===== src/rtl/irqd_pkg.sv =====
package irqd_pkg;
  // Ranking rule shared by the head selector: a beats b on higher priority,
  // or on equal priority when a was captured earlier.
  function automatic logic ranks_above(input logic [7:0] pa, input logic [7:0] pb,
                                       input logic a_older);
    return (pa > pb) || ((pa == pb) && a_older);
  endfunction

  // Strict comparison deciding whether a queued device may preempt the CPU.
  function automatic logic may_preempt(input logic [7:0] cpu, input logic [7:0] dev);
    return cpu < dev;
  endfunction
endpackage


===== src/rtl/irqd_dev_table.sv =====
module irqd_dev_table #(
  parameter int NUM_DEV = 8,
  parameter int DEV_W   = 3,
  parameter int CTX_W   = 1,
  parameter int PRIO_W  = 3,
  parameter int VEC_W   = 9
) (
  input  logic                              clk,
  input  logic                              rst_n,
  input  logic                              we,
  input  logic [DEV_W-1:0]                  dev,
  input  logic [CTX_W-1:0]                  owner_in,
  input  logic [PRIO_W-1:0]                 prio_in,
  input  logic [VEC_W-1:0]                  vec_in,
  output logic [NUM_DEV-1:0][CTX_W-1:0]     owner,
  output logic [NUM_DEV-1:0][PRIO_W-1:0]    prio,
  output logic [NUM_DEV-1:0][VEC_W-1:0]     vec
);
  for (genvar i = 0; i < NUM_DEV; i++) begin : g_ent
    always_ff @(posedge clk or negedge rst_n) begin
      if (!rst_n) begin
        owner[i] <= '0;
        prio[i]  <= '0;
        vec[i]   <= '0;
      end else if (we && (dev == DEV_W'(i))) begin
        owner[i] <= owner_in;
        prio[i]  <= prio_in;
        vec[i]   <= vec_in;
      end
    end
  end
endmodule


===== src/rtl/irqd_capture.sv =====
module irqd_capture #(
  parameter int NUM_DEV = 8
) (
  input  logic                             clk,
  input  logic                             rst_n,
  input  logic [NUM_DEV-1:0]               irq_req,
  input  logic [NUM_DEV-1:0]               clr,
  output logic [NUM_DEV-1:0]               cap,
  output logic [NUM_DEV-1:0]               pend,
  output logic [NUM_DEV-1:0]               ack,
  output logic [NUM_DEV-1:0][NUM_DEV-1:0]  older
);
  assign cap = irq_req & ~pend;

  always_ff @(posedge clk or negedge rst_n) begin
    if (!rst_n) begin
      pend <= '0;
      ack  <= '0;
    end else begin
      pend <= (pend | cap) & ~clr;
      ack  <= cap;
    end
  end

  // Age matrix: older[i][j] means device i entered its queue before device j.
  for (genvar i = 0; i < NUM_DEV; i++) begin : g_row
    for (genvar j = 0; j < NUM_DEV; j++) begin : g_col
      always_ff @(posedge clk or negedge rst_n) begin
        if (!rst_n)                older[i][j] <= 1'b0;
        else if (cap[i] && cap[j]) older[i][j] <= (i < j);
        else if (cap[j])           older[i][j] <= 1'b1;
        else if (cap[i])           older[i][j] <= 1'b0;
      end
    end
  end
endmodule


===== src/rtl/irqd_head_sel.sv =====
module irqd_head_sel #(
  parameter int NUM_DEV = 8,
  parameter int CTX_W   = 1,
  parameter int PRIO_W  = 3,
  parameter int VEC_W   = 9
) (
  input  logic [NUM_DEV-1:0]               pend,
  input  logic [NUM_DEV-1:0][CTX_W-1:0]    owner,
  input  logic [NUM_DEV-1:0][PRIO_W-1:0]   prio,
  input  logic [NUM_DEV-1:0][VEC_W-1:0]    vec,
  input  logic [NUM_DEV-1:0][NUM_DEV-1:0]  older,
  input  logic [CTX_W-1:0]                 ctx,
  output logic [NUM_DEV-1:0]               head_win,
  output logic [PRIO_W-1:0]                head_prio,
  output logic [VEC_W-1:0]                 head_vec
);
  import irqd_pkg::*;
  logic [NUM_DEV-1:0] cand;

  always_comb begin
    for (int i = 0; i < NUM_DEV; i++) cand[i] = pend[i] && (owner[i] == ctx);
    for (int i = 0; i < NUM_DEV; i++) begin
      head_win[i] = cand[i];
      for (int j = 0; j < NUM_DEV; j++) begin
        if (j != i && cand[j] &&
            !ranks_above(8'(prio[i]), 8'(prio[j]), older[i][j]))
          head_win[i] = 1'b0;
      end
    end
    head_prio = '0;
    head_vec  = '0;
    for (int i = 0; i < NUM_DEV; i++) begin
      if (head_win[i]) begin
        head_prio = prio[i];
        head_vec  = vec[i];
      end
    end
  end
endmodule


===== src/rtl/irqd_service.sv =====
module irqd_service #(
  parameter int NUM_DEV = 8,
  parameter int PRIO_W  = 3,
  parameter int VEC_W   = 9
) (
  input  logic               clk,
  input  logic               rst_n,
  input  logic               boundary,
  input  logic               blocked,
  input  logic               flag_act,
  input  logic               cmd_pending,
  input  logic [PRIO_W-1:0]  cpu_prio,
  input  logic [PRIO_W-1:0]  head_prio,
  input  logic [VEC_W-1:0]   head_vec,
  input  logic [NUM_DEV-1:0] head_win,
  output logic [NUM_DEV-1:0] remove,
  output logic               svc_trap,
  output logic [VEC_W-1:0]   svc_vec,
  output logic               svc_cmd,
  output logic               svc_resume
);
  import irqd_pkg::*;
  logic look, want_cmd, take;

  assign look     = boundary && !blocked;
  assign want_cmd = look && flag_act && cmd_pending;
  assign take     = look && flag_act && !cmd_pending &&
                    may_preempt(8'(cpu_prio), 8'(head_prio));
  assign remove   = take ? head_win : '0;

  always_ff @(posedge clk or negedge rst_n) begin
    if (!rst_n) begin
      svc_trap   <= 1'b0;
      svc_vec    <= '0;
      svc_cmd    <= 1'b0;
      svc_resume <= 1'b0;
    end else begin
      svc_trap   <= take;
      svc_vec    <= take ? head_vec : '0;
      svc_cmd    <= want_cmd;
      svc_resume <= look && !want_cmd && !take;
    end
  end
endmodule


===== src/rtl/irq_dispatch.sv =====
module irq_dispatch #(
  parameter int NUM_DEV = 8,
  parameter int NUM_CTX = 2,
  parameter int PRIO_W  = 3,
  parameter int VEC_W   = 9,
  parameter int DEV_W   = (NUM_DEV > 1) ? $clog2(NUM_DEV) : 1,
  parameter int CTX_W   = (NUM_CTX > 1) ? $clog2(NUM_CTX) : 1
) (
  input  logic               clk,
  input  logic               rst_n,
  input  logic               cfg_we,
  input  logic [DEV_W-1:0]   cfg_dev,
  input  logic [CTX_W-1:0]   cfg_owner,
  input  logic [PRIO_W-1:0]  cfg_prio,
  input  logic [VEC_W-1:0]   cfg_vec,
  input  logic [NUM_DEV-1:0] irq_req,
  output logic [NUM_DEV-1:0] irq_ack,
  input  logic [CTX_W-1:0]   act_ctx,
  input  logic               boundary,
  input  logic [PRIO_W-1:0]  cpu_prio,
  input  logic               cmd_pending,
  input  logic               wait_req,
  input  logic               ctx_reset_req,
  output logic [NUM_CTX-1:0] logical_flag,
  output logic [NUM_CTX-1:0] wait_flag,
  output logic               svc_trap,
  output logic [VEC_W-1:0]   svc_vec,
  output logic               svc_cmd,
  output logic               svc_resume,
  output logic [NUM_DEV-1:0] dev_init
);
  logic [NUM_DEV-1:0][CTX_W-1:0]   owner;
  logic [NUM_DEV-1:0][PRIO_W-1:0]  prio;
  logic [NUM_DEV-1:0][VEC_W-1:0]   vec;
  logic [NUM_DEV-1:0][NUM_DEV-1:0] older;
  logic [NUM_DEV-1:0] cap, pend, clr, remove, head_win, own_act;
  logic [PRIO_W-1:0]  head_prio;
  logic [VEC_W-1:0]   head_vec;
  logic [NUM_CTX-1:0] wake;
  logic               flag_act;

  irqd_dev_table #(.NUM_DEV(NUM_DEV), .DEV_W(DEV_W), .CTX_W(CTX_W),
                   .PRIO_W(PRIO_W), .VEC_W(VEC_W)) u_tab (
    .clk(clk), .rst_n(rst_n), .we(cfg_we), .dev(cfg_dev),
    .owner_in(cfg_owner), .prio_in(cfg_prio), .vec_in(cfg_vec),
    .owner(owner), .prio(prio), .vec(vec));

  irqd_capture #(.NUM_DEV(NUM_DEV)) u_cap (
    .clk(clk), .rst_n(rst_n), .irq_req(irq_req), .clr(clr),
    .cap(cap), .pend(pend), .ack(irq_ack), .older(older));

  irqd_head_sel #(.NUM_DEV(NUM_DEV), .CTX_W(CTX_W), .PRIO_W(PRIO_W),
                  .VEC_W(VEC_W)) u_sel (
    .pend(pend), .owner(owner), .prio(prio), .vec(vec), .older(older),
    .ctx(act_ctx), .head_win(head_win), .head_prio(head_prio),
    .head_vec(head_vec));

  irqd_service #(.NUM_DEV(NUM_DEV), .PRIO_W(PRIO_W), .VEC_W(VEC_W)) u_svc (
    .clk(clk), .rst_n(rst_n), .boundary(boundary), .blocked(ctx_reset_req),
    .flag_act(flag_act), .cmd_pending(cmd_pending), .cpu_prio(cpu_prio),
    .head_prio(head_prio), .head_vec(head_vec), .head_win(head_win),
    .remove(remove), .svc_trap(svc_trap), .svc_vec(svc_vec),
    .svc_cmd(svc_cmd), .svc_resume(svc_resume));

  always_comb begin
    logical_flag = '0;
    wake         = '0;
    flag_act     = 1'b0;
    for (int i = 0; i < NUM_DEV; i++) begin
      own_act[i] = (owner[i] == act_ctx);
      for (int c = 0; c < NUM_CTX; c++) begin
        if (owner[i] == CTX_W'(c)) begin
          logical_flag[c] = logical_flag[c] | pend[i];
          wake[c]         = wake[c] | cap[i];
        end
      end
    end
    for (int c = 0; c < NUM_CTX; c++)
      if (act_ctx == CTX_W'(c)) flag_act = logical_flag[c];
  end

  assign clr = remove | (ctx_reset_req ? own_act : '0);

  always_ff @(posedge clk or negedge rst_n) begin
    if (!rst_n) begin
      wait_flag <= '0;
      dev_init  <= '0;
    end else begin
      for (int c = 0; c < NUM_CTX; c++)
        wait_flag[c] <= (wait_flag[c] | (wait_req && act_ctx == CTX_W'(c))) & ~wake[c];
      dev_init <= ctx_reset_req ? own_act : '0;
    end
  end
endmodule


===== config.mk =====
export PLATFORM = sky130hd
export DESIGN_NAME = irq_dispatch
export DESIGN_NICKNAME = d
export VERILOG_FILES = /design/src/rtl/irqd_pkg.sv /design/src/rtl/irqd_dev_table.sv /design/src/rtl/irqd_capture.sv /design/src/rtl/irqd_head_sel.sv /design/src/rtl/irqd_service.sv /design/src/rtl/irq_dispatch.sv
export SDC_FILE = /design/constraint.sdc
export NUM_CORES = 1
export LEC_CHECK = 0
export ABC_AREA = 1
export ABC_CLOCK_PERIOD_IN_PS = 4400
export CAP_MARGIN = 25
export CORE_MARGIN = 3
export CORE_UTILIZATION = 60
export DETAILED_ROUTE_END_ITERATION = 16
export GPL_TIMING_DRIVEN = 0
export PLACE_DENSITY_LB_ADDON = 0.2
export SLEW_MARGIN = 20
export SYNTH_ARGS = -nofsm -noshare
export SYNTH_HDL_FRONTEND = slang
export SYNTH_SLANG_ARGS = --single-unit

===== constraint.sdc =====
create_clock -name clk -period 4.4 [get_ports clk]
set_clock_uncertainty 0.15 [all_clocks]
set_input_delay 0.66 -clock clk [delete_from_list [all_inputs] [get_ports clk]]
set_output_delay 0.66 -clock clk [all_outputs]
set_load 0.01 [all_outputs]

==> results.tsv, run 1 <==
metric	value	unit
ant_nets	0	
syn_nets	1523	
nNetsFinal	1612	
die_area	0.0200	mm^2
viasPerCell	5.77	
status	finished clean	
fp.coreArea	0.0177	mm^2
final_cell_mix	375 x nand2_1, 187 x dfrtp_1, 176 x o21ai_0	
multi_input_area	0.00526	mm^2
grt_max_degree	81	
slew_headroom	50.9	%
crit_start	u_tab.prio[2]	
clock_latency	0.45	ns
tightest_slew	0.736	ns
place.gp.congestion	0.996	
cts_tree	built	
grt_pass1_vias	9445	
arrival	4.39	ns
die_w	142	um
fill_cells	1446	
portBuffers	66	
worstSetupPathType	reg2reg	
dr.pass1.iters	6	
syn_avg_cell_area	7.87	um^2
grt_pass1_wl	50.6	mm
avgRoutedWirePerCell	18.4	um
required	4.59	ns
cp_max_fo	10	
areaGrowthSynthToFinish	15.2	%
ys_seq_elements	198	
clk_pin_slew	0.08	ns
start_util	62.5	%
worstReg2RegStart	u_tab.prio[2]	
drc_errors	0	
cts_made_buffers	17	
htreeDepth	4	
slew_violations	0	
synth_seq_area_share	44.9	%
antenna_found_initial	1	
period_minus_slack	4.20	ns
ff_latch_area	0.00497	mm^2
hold_start	u_cap.older[6]	
hold_viol	0	
yosysWarnings	0	
end_kind	register	
track_usage	32.6	%
num_rows	48	
vias	9968	
ir_worst_vdd	0.473	mV
setup_viol	0	
drtIter0Drc	946	
grt_overflow	0	
synth_edf_count	0	
maxCapViolCount	0	
dpl.hpwl	24.1	mm
diodes	0	
p_per_area	528	mW/mm^2
cts.sinks	198	
leakage	0.00643	uW
fin_crit_sh	95.4	%
cts_buffer_depth	2	
final_cells	1729	
pin_count	67	
routed_wirelength	31.9	mm
hold_class	reg2reg	
synth_cell_type_count	39	
cts-root-buf	clkbuf_16	
netlist_instances	1402	
synth_area_leaders	dfrtp_1 45%, nand2_1 13%, ha_1 9.8%	
synthesis.area	0.0110	mm^2
dp.cells	1695	
async_reset_ff_share	100	%
yosys.area.top_type	dfrtp_1	
fp.dieH	142	um
cp-start-kind	register	
clock.fmax	0.238	GHz
layout-drive-gt1-share	7.25	%
synth_ff_type	dfrtp_1	
yosys.area.top_type_share	44.9	%
p_total	6710	uW
final_common_cell	nand2_1	
report_power, final:
group	leakage (uW)	internal, uW	switching [uW]
clock network	0.000292	776	814
logic	0.00371	923	1730
registers	0.00243	2190	276
sequential cells by signal (all words and copies together), names as in the netlist:
signal / flops
u_tab.vec: 72
u_cap.older: 56
u_tab.prio: 24
u_svc.svc_vec: 9
dev_init: 8
u_cap.ack: 8
u_cap.pend: 8
u_tab.owner: 8
wait_flag: 2
u_svc.svc_cmd: 1
u_svc.svc_resume: 1
u_svc.svc_trap: 1
path summary, 6_finish.rpt:
kind | end | slack, ns | depth (start not counted)
worst min register to register | u_cap.older[6] | 0.33 | 2
worst min-delay path | u_cap.older[6] | 0.33 | 2
worst max register to register | u_cap.pend[5] | 0.20 | 24
worst max-delay path | u_cap.pend[5] | 0.20 | 24
max in group asynchronous | dev_init[0] | 2.79 | 3
min in group asynchronous | u_cap.ack[0] | 0.57 | 2
repair_timing:
item,4_1_cts,5_1_grt
gates cloned,0,1
pin swaps,0,1
endpoints found under the hold margin,29,0
setup endpoints to repair,19,19
hold buffers,1,0
gates resized for setup,6,24
setup buffers,0,2
stage by stage:
stage	util, %	area (um^2)	worst slack (ns)	hold WS, ns	setup TNS [ns]
global route	72.0	12700	-0.0104	0.356	-0.0225
detailed placement	68.2	12000	-0.452	0.312	-7.13
finish	72.0	12700	0.202	0.330	0
global placement	67.8	12000	-5.61	0.304	-1111.94
floorplan	-	11000	0.860	0.214	0
CTS	71.7	12700	0.0385	0.330	0
layer usage:
layer / vias up / track usage, % / wire length, um
li1: 4787 / - / -
met1: 4707 / 44.4 / 13400
met2: 405 / 53.1 / 15300
met3: 67 / 4.95 / 2140
met4: 2 / 12.0 / 1050
met5: - / 0 / 12
final cells by class:
cell class                      instances  area share (%)
Timing Repair Buffer                   72            5.93
Clock inverter                         14            1.36
Sequential cell                       198            39.1
Inverter                              185            5.46
Tap cell                              225            2.21
Buffer                                 32            1.20
Multi-Input combinational cell        985            41.4
Clock buffer                           18            3.38
synthesized netlist by cell type, types with 7 or more instances:
cell,count
nand2_1,376
dfrtp_1,198
o21ai_0,178
inv_1,171
nand3_1,94
ha_1,86
nor2_1,72
a21oi_1,68
clkbuf_1,27
nand2_2,14
o22ai_1,13
o211ai_1,12
nand4_1,10
inv_2,8
nor2_2,8
a211oi_1,7
nand3b_1,7
kinds of logic after synthesis:
| kind of cell | after synthesis | share of synthesized area [%] |
|---|---|---|
| adders and majority gates | 86 | 9.75 |
| and+or+nand+nor | 604 | 23.4 |
| DFF | 198 | 44.9 |
| AOI/OAI and AO/OA | 293 | 14.2 |
| buffers and inverters | 220 | 7.68 |
| muxes | 1 | 0.0907 |
critical path, cell delays in order (launching register included):
cell      delay, ns
dfrtp_2        0.50
inv_1          0.11
ha_1           0.35
a21oi_1        0.16
nand2_1        0.11
nand3_1        0.11
nand3_1        0.11
nor2_1         0.15
and2_1         0.25
buf_6          0.19
nand3_1        0.08
nand3_1        0.08
o211ai_1       0.10
o21ai_0        0.11
nand2_1        0.08
nand3_1        0.08
nand2_1        0.08
nand2_1        0.06
nand2_1        0.06
ha_1           0.29
a211o_1        0.36
nor2_4         0.17
nand3_1        0.20
nand2_1        0.10
inv_1          0.04
Power figures use the tool's default switching activity.
==> run 2, diff against run 1 <==
--- a/config.mk
+++ b/config.mk
@@ -11,8 +11,9 @@
 export CORE_MARGIN = 3
 export CORE_UTILIZATION = 60
 export DETAILED_ROUTE_END_ITERATION = 16
+export GPL_ROUTABILITY_DRIVEN = 0
 export GPL_TIMING_DRIVEN = 0
-export PLACE_DENSITY_LB_ADDON = 0.2
+export PLACE_DENSITY = 0.86
 export SLEW_MARGIN = 20
 export SYNTH_ARGS = -nofsm -noshare
 export SYNTH_HDL_FRONTEND = slang
==> results.tsv, run 2 (synthesized netlist as in run 1, its figures left out) <==
metric	value	unit
status	complete, but fails checks	
failed_checks	negative setup slack	
internal_power	3970	uW
vias	10400	
multi_input_area	0.00529	mm^2
routed_wirelength	32.5	mm
path_buf_inv	4	
areaGrowthSynthToFinish	15.8	%
reg_top3	u_tab.vec x72, u_cap.older x56, u_tab.prio x24	
clock.fmax	0.227	GHz
worstReg2RegStart	u_tab.prio[8]	
final_cells	1731	
fp.coreArea	0.0177	mm^2
fp.dieH	142	um
ff_latch_area	0.00497	mm^2
slew_headroom	52.9	%
cp_top_family	simple AND/OR/NAND/NOR gates	
clkPwrFrac	24.7	%
drc_errors	0	
worstSetupPathType	reg2reg	
largest_register_ffs	72	
nNetsFinal	1614	
path_cells	inv_1, ha_1, nand2_1, o21ai_0, a21oi_1, nor4_1, nand2_1, clkbuf_1, o21ai_0, inv_1, nand2_1, nand2_1, ha_1, a211o_1, nor2_4, nand2_2, buf_6, nor2_2	
period_minus_slack	4.40	ns
drtIter0Drc	1310	
setup_viol	1	
final_common_cell	nand2_1	
layout_setup_ws	-0.00372	ns
cts_made_buffers	17	
avgRoutedWirePerCell	18.8	um
dp.cells	1694	
r2r_end	u_svc.svc_vec[8]	
clk_pin_slew	0.09	ns
die_w	142	um
wl_met3	3.20	mm
switching_share	42.1	%
final_cell_mix	375 x nand2_1, 188 x dfrtp_1, 177 x o21ai_0	
reg2reg_depth	18	
num_rows	48	
routed-wl-met2	15.5	mm
p_total	6850	uW
ir_worst_vdd	0.676	mV
cts_hold_buf	0	
dr.pass1.iters	8	
dp_slack	-0.354	ns
cts-root-buf	clkbuf_16	
slew_violations	0	
cts_buffer_depth	2	
pwr-share-seq	36.2	%
grt_pass1_vias	10100	
end_kind	register	
htreeDepth	4	
viasPerCell	6.03	
top_layer_used	met4	
fill_cells	1282	
rrSetupSlack	-0.004	ns
largest_register	u_tab.vec	
p_per_area	537	mW/mm^2
maxCapViolCount	0	
cpPeakStageDelay	0.49	ns
portBuffers	66	
m1WireLength	12.2	mm
start_util	62.5	%
crit_path_top_delay_cell	nor4_1	
grt_max_degree	102	
layout-drive-gt1-share	7.57	%
pin_count	67	
grt_pass1_wl	51.4	mm
cp_max_fo	10	
grt_overflow	0	
p_sw	2890	uW
arrival	4.63	ns
hold_viol	0	
dpl.hpwl	23.0	mm
required	4.63	ns
leakage	0.00645	uW
hold_class	in2async	
diodes	0	
fin_crit_sh	100	%
track_usage	32.5	%
tightest_slew	0.707	ns
antenna_found_initial	0	
ant_nets	0	
cts_tree	built	
whs	0.0913	ns
clock_latency	0.45	ns
cp-start-kind	register	
cts.sinks	198	
p_comb_share	39.1	%
die_area	0.0200	mm^2
cp_common_cell	nand2_1	
## run 2: cell count changes in the layout (fill, tap and decap cells not counted), moves of 2 or more
cell,change
buf_4,+7
inv_2,-3
inv_1,+2
nor3_2,+2
nor3_1,-2
## run 2: stage by stage
step	instance area (um^2)	utilization (%)	setup TNS [ns]
after floorplan	11000	-	0
after global placement	12000	67.8	-1077.09
after detailed placement	12000	68.0	-5.58
after CTS	12700	71.7	0
after global routing	12800	72.3	-0.0741
final	12800	72.3	-0.00372
## run 2: layout make-up
type	count	area share [%]
multi-input cells	985	41.4
flip-flops and latches	198	38.9
repair buffers	74	5.84
inverters	185	5.47
clock buffers	17	3.33
well taps	225	2.20
clock inverters	15	1.67
plain buffers	32	1.19
## run 2: worst max-delay path by stage
stage	startpoint	to	slack (ns)	cells past startpoint
final	u_tab.prio[8]	u_svc.svc_vec[8]	-0.004	18
after global routing	u_tab.prio[13]	u_svc.svc_vec[8]	-0.04	22
after CTS	u_tab.prio[5]	u_svc.svc_vec[8]	0.06	25
after detailed placement	act_ctx	u_cap.pend[1]	-0.35	26
after global placement	rst_n	u_tab.vec[70]	-5.43	1
after floorplan	u_tab.prio[2]	u_svc.svc_vec[2]	0.86	24
## run 2: layer usage
layer,vias up,track usage [%]
met5,-,0
met4,0,16.1
met3,139,5.73
met2,654,53.8
met1,4875,41.4
li1,4769,-
## run 2: timing repair
action / CTS / global route
gates cloned: 0 / 1
pin swaps: 0 / 5
endpoints found under the setup margin: 12 / 19
buffers inserted: 0 / 7
gates resized for setup: 3 / 28
## run 2: power groups by stage
stage | clock, uW | sequential [uW] | combinational (uW)
after detailed placement | 0 | 2480 | 2510
final | 1690 | 2480 | 2680
after CTS | 1680 | 2460 | 2560
after floorplan | 0 | 2400 | 1780
after global routing | 1750 | 2510 | 2990
after global placement | 0 | 2480 | 2390
